File: config.mk
export PLATFORM = sky130hd
export DESIGN_NAME = dma_bus_arb
export DESIGN_NICKNAME = d
export VERILOG_FILES = /design/src/rtl/dma_arb_pkg.sv /design/src/rtl/dma_arb_hold.sv /design/src/rtl/dma_arb_pick.sv /design/src/rtl/dma_arb_seq.sv /design/src/rtl/dma_bus_arb.sv
export SDC_FILE = /design/constraint.sdc
export NUM_CORES = 1
export LEC_CHECK = 0
export BUFFER_PORTS_ARGS = -buffer_cell sky130_fd_sc_hd__buf_2
export CORE_ASPECT_RATIO = 0.9
export CORE_MARGIN = 2
export CORE_UTILIZATION = 40
export CTS_BUF_LIST = sky130_fd_sc_hd__clkbuf_4 sky130_fd_sc_hd__clkbuf_8
export DETAILED_ROUTE_END_ITERATION = 8
export GPL_ROUTABILITY_DRIVEN = 0
export PLACE_DENSITY = 0.71
export SYNTH_ARGS = -nofsm -noshare
export SYNTH_HDL_FRONTEND = slang
export SYNTH_SLANG_ARGS = --single-unit
export TNS_END_PERCENT = 50
File: constraint.sdc
create_clock -name clk_i -period 3.9 [get_ports clk_i]
set_input_delay 0 -clock clk_i [delete_from_list [all_inputs] [get_ports clk_i]]
set_output_delay 0 -clock clk_i [all_outputs]
set_load 0.05 [all_outputs]
File: src/rtl/dma_arb_pkg.sv
package dma_arb_pkg;
  typedef enum logic [2:0] {
    CYC_IDLE = 3'd0,
    CYC_RD   = 3'd1,
    CYC_WR   = 3'd2,
    CYC_REF  = 3'd3,
    CYC_BREL = 3'd4,
    CYC_HLP  = 3'd5
  } cyc_e;
endpackage

File: src/rtl/dma_arb_hold.sv
module dma_arb_hold #(
  parameter int W = 6
) (
  input  logic         clk_i,
  input  logic         rst_ni,
  input  logic [W-1:0] set_i,
  input  logic [W-1:0] clr_i,
  output logic [W-1:0] eff_o
);
  logic [W-1:0] q;

  for (genvar g = 0; g < W; g++) begin : g_bit
    assign eff_o[g] = q[g] | set_i[g];

    always_ff @(posedge clk_i or negedge rst_ni) begin
      if (!rst_ni) q[g] <= 1'b0;
      else         q[g] <= eff_o[g] & ~clr_i[g];
    end

    AST_HELD_UNTIL_CLR: assert property (@(posedge clk_i) disable iff (!rst_ni)
      (q[g] && !clr_i[g]) |=> q[g]);
  end
endmodule

File: src/rtl/dma_arb_pick.sv
module dma_arb_pick #(
  parameter int W  = 3,
  parameter int IW = 2
) (
  input  logic [W-1:0]  req_i,
  output logic [W-1:0]  oh_o,
  output logic [IW-1:0] idx_o
);
  always_comb begin
    oh_o  = '0;
    idx_o = '0;
    for (int i = W - 1; i >= 0; i--) begin
      if (req_i[i]) begin
        oh_o    = '0;
        oh_o[i] = 1'b1;
        idx_o   = IW'(i);
      end
    end
  end

  AST_PICK_ONEHOT: assert final ((req_i == '0) ? (oh_o == '0) : $onehot(oh_o));
endmodule

File: src/rtl/dma_arb_seq.sv
module dma_arb_seq
  import dma_arb_pkg::*;
#(
  parameter int NCH = 3,
  parameter int LW  = 4,
  parameter int CW  = 2
) (
  input  logic              clk_i,
  input  logic              rst_ni,
  input  logic [NCH-1:0]    dma_p_i,
  input  logic              ref_p_i,
  input  logic              brel_p_i,
  input  logic              hlp_p_i,
  input  logic [NCH*LW-1:0] len_i,
  input  logic [NCH-1:0]    onchip_i,
  input  logic [NCH-1:0]    pick_oh_i,
  input  logic [CW-1:0]     pick_idx_i,
  output logic [NCH-1:0]    dma_clr_o,
  output logic              ref_clr_o,
  output logic              brel_clr_o,
  output logic              hlp_clr_o,
  output logic [2:0]        cyc_o,
  output logic [NCH-1:0]    ch_gnt_o,
  output logic              ref_gnt_o,
  output logic              brel_gnt_o,
  output logic              hlp_gnt_o,
  output logic              done_o
);
  cyc_e          st_q, st_d;
  logic [CW-1:0] ch_q, ch_d;
  logic [LW-1:0] rem_q, rem_d;
  logic          busy_q, busy_d;
  logic          onc_q, onc_d;
  logic          sref_q, sref_d;
  logic          sbrel_q, sbrel_d;
  logic          done_q, done_d;
  logic          dma_cyc;
  logic [LW-1:0] len_a [NCH];

  for (genvar g = 0; g < NCH; g++) begin : g_len
    assign len_a[g] = len_i[g*LW +: LW];
  end

  always_comb begin
    st_d       = st_q;
    ch_d       = ch_q;
    rem_d      = rem_q;
    busy_d     = busy_q;
    onc_d      = onc_q;
    done_d     = 1'b0;
    sref_d     = 1'b0;
    sbrel_d    = 1'b0;
    dma_clr_o  = '0;
    ref_clr_o  = 1'b0;
    brel_clr_o = 1'b0;
    hlp_clr_o  = 1'b0;
    case (st_q)
      CYC_IDLE: begin
        if (ref_p_i) begin
          st_d      = CYC_REF;
          ref_clr_o = 1'b1;
        end else if (brel_p_i) begin
          st_d       = CYC_BREL;
          brel_clr_o = 1'b1;
        end else if (|dma_p_i) begin
          st_d      = CYC_RD;
          ch_d      = pick_idx_i;
          dma_clr_o = pick_oh_i;
          rem_d     = (len_a[pick_idx_i] == '0) ? LW'(1) : len_a[pick_idx_i];
          busy_d    = 1'b1;
          onc_d     = onchip_i[pick_idx_i];
        end else if (hlp_p_i) begin
          st_d      = CYC_HLP;
          hlp_clr_o = 1'b1;
        end
      end
      CYC_RD: st_d = CYC_WR;
      CYC_WR: begin
        if (rem_q <= LW'(1)) begin
          st_d   = CYC_IDLE;
          busy_d = 1'b0;
          done_d = 1'b1;
        end else begin
          rem_d = rem_q - LW'(1);
          // insertion slot only for externally targeted runs
          if (!onc_q && ref_p_i) begin
            st_d      = CYC_REF;
            ref_clr_o = 1'b1;
          end else if (!onc_q && brel_p_i) begin
            st_d       = CYC_BREL;
            brel_clr_o = 1'b1;
          end else begin
            st_d = CYC_RD;
          end
        end
      end
      CYC_REF, CYC_BREL: st_d = busy_q ? CYC_RD : CYC_IDLE;
      default: st_d = CYC_IDLE;
    endcase
    // on-chip access: services ride along with the DMA cycle
    if ((st_d == CYC_RD || st_d == CYC_WR) && onc_d) begin
      sref_d     = ref_p_i;
      sbrel_d    = brel_p_i;
      ref_clr_o  = ref_clr_o | ref_p_i;
      brel_clr_o = brel_clr_o | brel_p_i;
    end
  end

  always_ff @(posedge clk_i or negedge rst_ni) begin
    if (!rst_ni) begin
      st_q    <= CYC_IDLE;
      ch_q    <= '0;
      rem_q   <= '0;
      busy_q  <= 1'b0;
      onc_q   <= 1'b0;
      sref_q  <= 1'b0;
      sbrel_q <= 1'b0;
      done_q  <= 1'b0;
    end else begin
      st_q    <= st_d;
      ch_q    <= ch_d;
      rem_q   <= rem_d;
      busy_q  <= busy_d;
      onc_q   <= onc_d;
      sref_q  <= sref_d;
      sbrel_q <= sbrel_d;
      done_q  <= done_d;
    end
  end

  assign dma_cyc    = (st_q == CYC_RD) || (st_q == CYC_WR);
  assign cyc_o      = st_q;
  assign ref_gnt_o  = (st_q == CYC_REF) | sref_q;
  assign brel_gnt_o = (st_q == CYC_BREL) | sbrel_q;
  assign hlp_gnt_o  = (st_q == CYC_HLP);
  assign done_o     = done_q;

  for (genvar g = 0; g < NCH; g++) begin : g_gnt
    assign ch_gnt_o[g] = dma_cyc && (ch_q == CW'(g));
  end

  AST_RD_THEN_WR: assert property (@(posedge clk_i) disable iff (!rst_ni)
    (st_q == CYC_RD) |=> (st_q == CYC_WR) && $stable(ch_q));
  AST_WR_AFTER_RD: assert property (@(posedge clk_i) disable iff (!rst_ni)
    (st_q == CYC_WR) |-> ($past(st_q) == CYC_RD));
  AST_CH_LOCKED: assert property (@(posedge clk_i) disable iff (!rst_ni)
    (busy_q && $past(busy_q)) |-> $stable(ch_q));
  AST_INSERT_AFTER_WR: assert property (@(posedge clk_i) disable iff (!rst_ni)
    ((st_q == CYC_REF || st_q == CYC_BREL) && busy_q) |-> ($past(st_q) == CYC_WR) && !onc_q);
  AST_HLP_FROM_IDLE: assert property (@(posedge clk_i) disable iff (!rst_ni)
    (st_q == CYC_HLP) |-> ($past(st_q) == CYC_IDLE) && !busy_q);
  AST_START_FROM_IDLE: assert property (@(posedge clk_i) disable iff (!rst_ni)
    $rose(busy_q) |-> ($past(st_q) == CYC_IDLE));
  AST_DONE_AFTER_WR: assert property (@(posedge clk_i) disable iff (!rst_ni)
    done_q |-> ($past(st_q) == CYC_WR) && (st_q == CYC_IDLE));
  AST_SIDE_ONCHIP: assert property (@(posedge clk_i) disable iff (!rst_ni)
    (sref_q || sbrel_q) |-> onc_q && dma_cyc);
endmodule

File: src/rtl/dma_bus_arb.sv
module dma_bus_arb #(
  parameter int NCH = 3,
  parameter int LW  = 4
) (
  input  logic              clk_i,
  input  logic              rst_ni,
  input  logic [NCH-1:0]    chan_req_i,
  input  logic [NCH*LW-1:0] chan_len_i,
  input  logic [NCH-1:0]    chan_onchip_i,
  input  logic              ref_req_i,
  input  logic              brel_req_i,
  input  logic              hlp_req_i,
  output logic [2:0]        cyc_o,
  output logic [NCH-1:0]    chan_gnt_o,
  output logic              ref_gnt_o,
  output logic              brel_gnt_o,
  output logic              hlp_gnt_o,
  output logic              done_o
);
  localparam int CW = (NCH > 1) ? $clog2(NCH) : 1;
  localparam int NS = NCH + 3;

  logic [NS-1:0]  hold_set, hold_clr, hold_eff;
  logic [NCH-1:0] dma_clr, pick_oh;
  logic [CW-1:0]  pick_idx;
  logic           ref_clr, brel_clr, hlp_clr;

  assign hold_set = {hlp_req_i, brel_req_i, ref_req_i, chan_req_i};
  assign hold_clr = {hlp_clr, brel_clr, ref_clr, dma_clr};

  dma_arb_hold #(.W(NS)) i_hold (
    .clk_i  (clk_i),
    .rst_ni (rst_ni),
    .set_i  (hold_set),
    .clr_i  (hold_clr),
    .eff_o  (hold_eff)
  );

  dma_arb_pick #(.W(NCH), .IW(CW)) i_pick (
    .req_i (hold_eff[NCH-1:0]),
    .oh_o  (pick_oh),
    .idx_o (pick_idx)
  );

  dma_arb_seq #(.NCH(NCH), .LW(LW), .CW(CW)) i_seq (
    .clk_i      (clk_i),
    .rst_ni     (rst_ni),
    .dma_p_i    (hold_eff[NCH-1:0]),
    .ref_p_i    (hold_eff[NCH]),
    .brel_p_i   (hold_eff[NCH+1]),
    .hlp_p_i    (hold_eff[NCH+2]),
    .len_i      (chan_len_i),
    .onchip_i   (chan_onchip_i),
    .pick_oh_i  (pick_oh),
    .pick_idx_i (pick_idx),
    .dma_clr_o  (dma_clr),
    .ref_clr_o  (ref_clr),
    .brel_clr_o (brel_clr),
    .hlp_clr_o  (hlp_clr),
    .cyc_o      (cyc_o),
    .ch_gnt_o   (chan_gnt_o),
    .ref_gnt_o  (ref_gnt_o),
    .brel_gnt_o (brel_gnt_o),
    .hlp_gnt_o  (hlp_gnt_o),
    .done_o     (done_o)
  );

  AST_GNT_ONEHOT: assert property (@(posedge clk_i) disable iff (!rst_ni)
    $onehot0(chan_gnt_o));
  AST_HLP_NOT_WITH_DMA: assert property (@(posedge clk_i) disable iff (!rst_ni)
    hlp_gnt_o |-> (chan_gnt_o == '0) && !done_o);
endmodule

======== Word-level counts from Yosys, hierarchy flattened ========
Index checks and enable logic that the tools add are counted.
cells by class
  add/sub/neg operators ................... 1
  $lt $le $gt $ge ......................... 3
  eq/ne operators ......................... 14
  muxes and demuxes ....................... 60
  bitwise gates (word level) .............. 25
  reduce and logical (&&, ||, !) cells .... 18
operator list
  cell                 number
  $mux 3               14
  $mux 1               29
  $mux 4               7
  $pmux 3 s4           1
  $or 1x1->1           10
  $reduce_and 5->1     2
  $eq 3x2->1 const B   3
  $bmux 4 s2           1
  $not 1->1            8
  $pmux 4 s2           1
  $and 1x1->1          6
  $eq 3x1->1 const B   2
  $eq 3x3->1 const B   2
  $logic_and 1x1->1    6
  $mux 2               3
  $ne 2x2->1 const B   3
  $pmux 1 s2           3
  $le 4x1->1 const B   1
  $logic_not 4->1      1
  $ne 2x1->1 const B   2
  $reduce_and 4->1     1
  $sub 4x1->4 const B  1
  $ge 3x3->1 const B   1
  $logic_not 3->1      1
  11 further kinds     12
storage, ports and cells
  bits in registers ....................... 20
  bits of input ports ..................... 23
  output and inout bits ................... 10
  word-level logic and storage cells ...... 135

======== Longest topological paths before layout ========
  depth in word-level cells ............... 14
  depth in mapped cells ................... 9
  depth with buffers taken out ............ 8

======== Cells and area by module ========
Synthesis repeated with hierarchy kept, for this count alone.
unflattened totals
  cells, all modules ...................... 140
  area total of the unflattened synthesis .. 1,353.8 um^2
by module, submodules not included
  module        times used  cells an instance  area each (um^2)  seq. area each (um^2)
  dma_arb_seq   1           117                1,064.8           350.3
  dma_arb_hold  1           18                 247.7             150.1
  dma_arb_pick  1           5                  41.3              0.0

======== Least setup slack after synthesis ========
No wires, ideal clock.
  path type ............................... register -> output
  start point ............................. reg i_seq.st_q[1] (netlist: i_seq.cyc_o[1])
  end point ............................... out chan_gnt_o[1]
  arrival time ............................ 2.376 ns
  data required time ...................... 3.900 ns
  slack ................................... 1.524 ns
  stages on the path, launching flop included .. 5
  buffers on the path ..................... 1
  cell sequence ........................... dfrtp_1 -> clkbuf_1 -> xor2_1 -> nand2_1 -> nor3b_1
between the ends
  cells in the longest elaborated chain, start to end .. 3
  elaborated cells on any way between the ends .. 4
  those cells by class .................... eq/ne: 2; reduce/logical: 2
ends and longest elaborated chain
  what                                      line                text
  start: declaration                        dma_arb_seq.sv:29   cyc_e st_q, st_d;
  start signal: assignment                  dma_arb_seq.sv:120  st_q <= st_d;
  $eq 3x1->1 or $eq 3x2->1 (tied branches)  dma_arb_seq.sv:131  assign dma_cyc = (st_q == CYC_RD) || (st_q == CYC_WR);
  $logic_or 1x1->1 *                        dma_arb_seq.sv:131
  $logic_and 1x1->1 *                       dma_arb_seq.sv:139  assign ch_gnt_o[g] = dma_cyc && (ch_q == CW'(g));
  end: declaration                          dma_bus_arb.sv:14   output logic [NCH-1:0] chan_gnt_o,
Every way passes the cells marked *; elsewhere a longest branch is shown, timed or not.

======== Worst setup path after layout ========
  start point ............................. reg i_seq.st_q[0] (netlist: i_seq.cyc_o[0])
  end point ............................... reg i_hold.q[3]
between the ends
  elaborated cells on any way between the ends .. 21
  those cells by class .................... eq/ne: 6; mux: 8; bitwise: 3; reduce/logical: 4
RTL lines
  what                            line                text
  $logic_not 3->1                 dma_arb_seq.sv:57   case (st_q)
  $mux 1                          dma_arb_seq.sv:57
  via i_seq.onc_d                 dma_arb_seq.sv:33   logic onc_q, onc_d;
  $logic_and 1x1->1               dma_arb_seq.sv:101  if ((st_d == CYC_RD || st_d == CYC_WR) && onc_d) begin
  $mux 1                          dma_arb_seq.sv:101
  $not 1->1                       dma_arb_hold.sv:17  else q[g] <= eff_o[g] & ~clr_i[g];
  $and 1x1->1                     dma_arb_hold.sv:17
  end signal: indexed assignment  dma_arb_hold.sv:17
  end: declaration                dma_arb_hold.sv:10  logic [W-1:0] q;
The timed path passes the listed nets, and every way through them passes these cells.
A chain may end at the register's enable or synchronous reset.

==> out/summary.txt <==
Synth Instances = 136
Post-Synthesis Cell Area = 1254 um2
worst setup path endpoint = i_hold.q[3]$_DFF_PN0_
worst reg2reg path depth = 5
largest net degree at the start of global routing = 21
critical path type = reg2reg
clk slew on worst S/H paths = 0.13 ns
CP required = 4.11 ns
Clock Root Buffer = clkbuf_4
area grow syn2layout = 19.76%
Synth top area share = 39.92%
syn_area_per_cell = 9.218 um2
final hold violation count = 0
critical path launch point type = register
hpwl dp = 2.242 mm
register area share after synthesis = 39.92%
FP Rows = 19
Post-synth EDFFs = 0
diode count = 0
most area-hungry cell type in the Yosys netlist = dfrtp_1
maxcap violations = 0
final setup fails = 0
Worst R2R End = i_hold.q[3]$_DFF_PN0_
worst-path fanout max = 15
Core Region = 3019 um2
power density over cell area = 715.2 nW/um2
share of post-route cells with drive strength above 1 = 31.95%
cell with the largest stage delay on the worst path = nor3_1
Slew Limit Headroom = 47.70%
CTS tree = yes
outcome = completed
leakage power = 0.6423 nW
Min Clock Period, post-route = 2.214 ns
Pre-antenna DRT Iters = 4
Synth area leaders = dfrtp_1 (40%), nor2_1 (5.1%), nor3_1 (3.6%)
VDD IR-drop max = 0.3591 mV
# DRC = 0
Highest Clock Rate = 451.7 MHz
R2R setup slack = 1.69 ns
Worst Hold Class = in2reg
clk_skew = 0.006872 ns
worst r2r src = i_seq.cyc_o[0]$_DFF_PN0_
most common cell after layout, fill and taps aside = buf_2
via count = 1170
GRT overflow = 0
CTS Buf Count = 3
Final Max Slew Viols = 0
post-route ant nets = 0
routed len/inst = 13.95 um
drt total wl = 2.944 mm
hold path cells = 3
Overall Power = 1.074 mW
Worst setup startpoint = i_seq.cyc_o[0]$_DFF_PN0_
Initial Util = 41.53%
Filler cells = 299
cell family with most CP delay = compound AO/OA/AOI/OAI gates
initial antenna violation count = 0
GRT met1 Usage = 24.59%
Crit. path cell count = 5
Final Cycle Share = 56.76%
clock sink count = 20
critical path's most frequent cell = o31ai_2
critical path arrival = 2.42 ns
# H-tree levels = 1
Die Y-Extent = 57.11 um
global-route wire length before repair = 5.250 mm
CP endpoint kind = register
1st-iter DRT viols = 120
number of global-route vias before repair = 1128
CP Buf/Inv Count = 0
number of I/O pins = 33
vias per cell = 5.545
worst skew pair latency = 0.31 ns
Cell Chain, Critical Path = nor3_1 -> o2111ai_4 -> o31ai_2 -> o31ai_2 -> o311a_1
Mapped Nets = 161
GRT met3 Usage = 4.536%
most frequent cells in the layout = buf_2 (32), dfrtp_1 (20), nor2_1 (17)
post-synth cell types = 45
Main synth FF type = dfrtp_1
Worst-Margin Slew = 0.7785 ns
GR Util met2 = 30.55%
Die ar. = 3599 um2
post-synthesis async set-or-reset flop share = 100.0%
setup TNS = 0 ns
gr busiest metal = met2
unrepaired setup endpoints after global routing = false
register bit total from synthesis = 20
final net count = 195
Die Width = 63.01 um
Worst path max stage delay = 0.61 ns
GR Util All Layers = 18.41%
yosys warns = 0
PortBufs = 32
Longest Clk Path Bufs = 2
## registers in the layout, indices dropped and copies added, names as in the netlist
register       cells
i_seq.sref_q       1
i_seq.rem_q        4
i_seq.cyc_o        3
i_seq.sbrel_q      1
i_seq.ch_q         2
i_hold.q           6
i_seq.onc_q        1
i_seq.done_o       1
i_seq.busy_q       1
## power by group
part	total (mW)	internal [mW]	switching, mW
Sequential	0.356	0.269	0.0872
Combinational	0.542	0.188	0.353
Clock	0.176	0.104	0.0722
## metal layers
metal	part of all wire [%]	up-vias	wire length (um)
met5	0	-	0
met2	48	43	1416
li1	-	570	-
met4	0.31	0	9
met3	6.0	2	176
met1	46	555	1341
## logic make-up (layout without fill, tap and decap cells)
logic type                 after synthesis  in the layout  synth area share, %
xor gates and xnor gates                 3              3                2.096
adders and majority gates                2              2                1.996
buffers and inverters                   10             43                4.491
and+or+nand+nor                         61             61                25.35
DFF                                     20             20                39.92
muxes                                    3              3                2.395
AOI/OAI and AO/OA                       37             37                23.75
## worst min-delay path, cell delays in order
cell	delay, ns
buf_2	0.08
nor2_1	0.08
a21oi_1	0.13
## cells in the mapped netlist, types with 2 or more instances
cell type	count
nor3_1	9
a21oi_1	8
o31a_2	2
nand3_1	4
or2_2	4
o21ai_0	7
a32oi_1	2
nand2_1	12
nor3b_1	4
inv_1	5
o22ai_1	2
dfrtp_1	20
xor2_1	3
o221ai_1	2
o31ai_2	2
ha_1	2
mux2i_1	3
nor2_1	17
clkbuf_1	2
## repair_timing
action | in CTS | in global routing
buffers inserted | 0 | 0
endpoints found under the hold margin | 21 | 0
hold buffers | 2 | 0
gates resized for setup | 0 | 0
## worst min-delay path by stage
stage                              from                  endpoint  slack, ns
after floorplan                  rst_ni     i_hold.q[0]$_DFF_PN0_      -0.30
after global placement           rst_ni     i_hold.q[5]$_DFF_PN0_      -0.03
after detailed placement         rst_ni  i_seq.cyc_o[2]$_DFF_PN0_      -0.02
after CTS                    brel_req_i  i_seq.cyc_o[2]$_DFF_PN0_      0.009
after global routing      chan_req_i[1]     i_hold.q[2]$_DFF_PN0_       0.02
final                        brel_req_i  i_seq.cyc_o[2]$_DFF_PN0_       0.02
## cell type report
class	count	area (um2)	share of cell area (%)
Tap cell	42	52.55	3.500
Sequential cell	20	500.5	33.33
Clock inverter	1	30.03	2.000
Clock buffer	3	22.52	1.500
Timing Repair Buffer	34	180.2	12.00
Inverter	5	18.77	1.250
Multi-Input combinational cell	106	696.9	46.42
## through the flow
stage                     area (um2)  hold slack [ns]  instances  utilization [%]  setup WS (ns)
after floorplan                 1254          -0.2956        136                -          1.524
final                           1501          0.01512        211            49.73          1.686
after CTS                       1501         0.009480        211            49.73          1.692
after detailed placement        1429         -0.02283        205            47.33          1.730
after global placement          1429         -0.02873        205            47.33          1.808
after global routing            1501          0.02137        211            49.73          1.495
(Power assumes the default switching activity.)
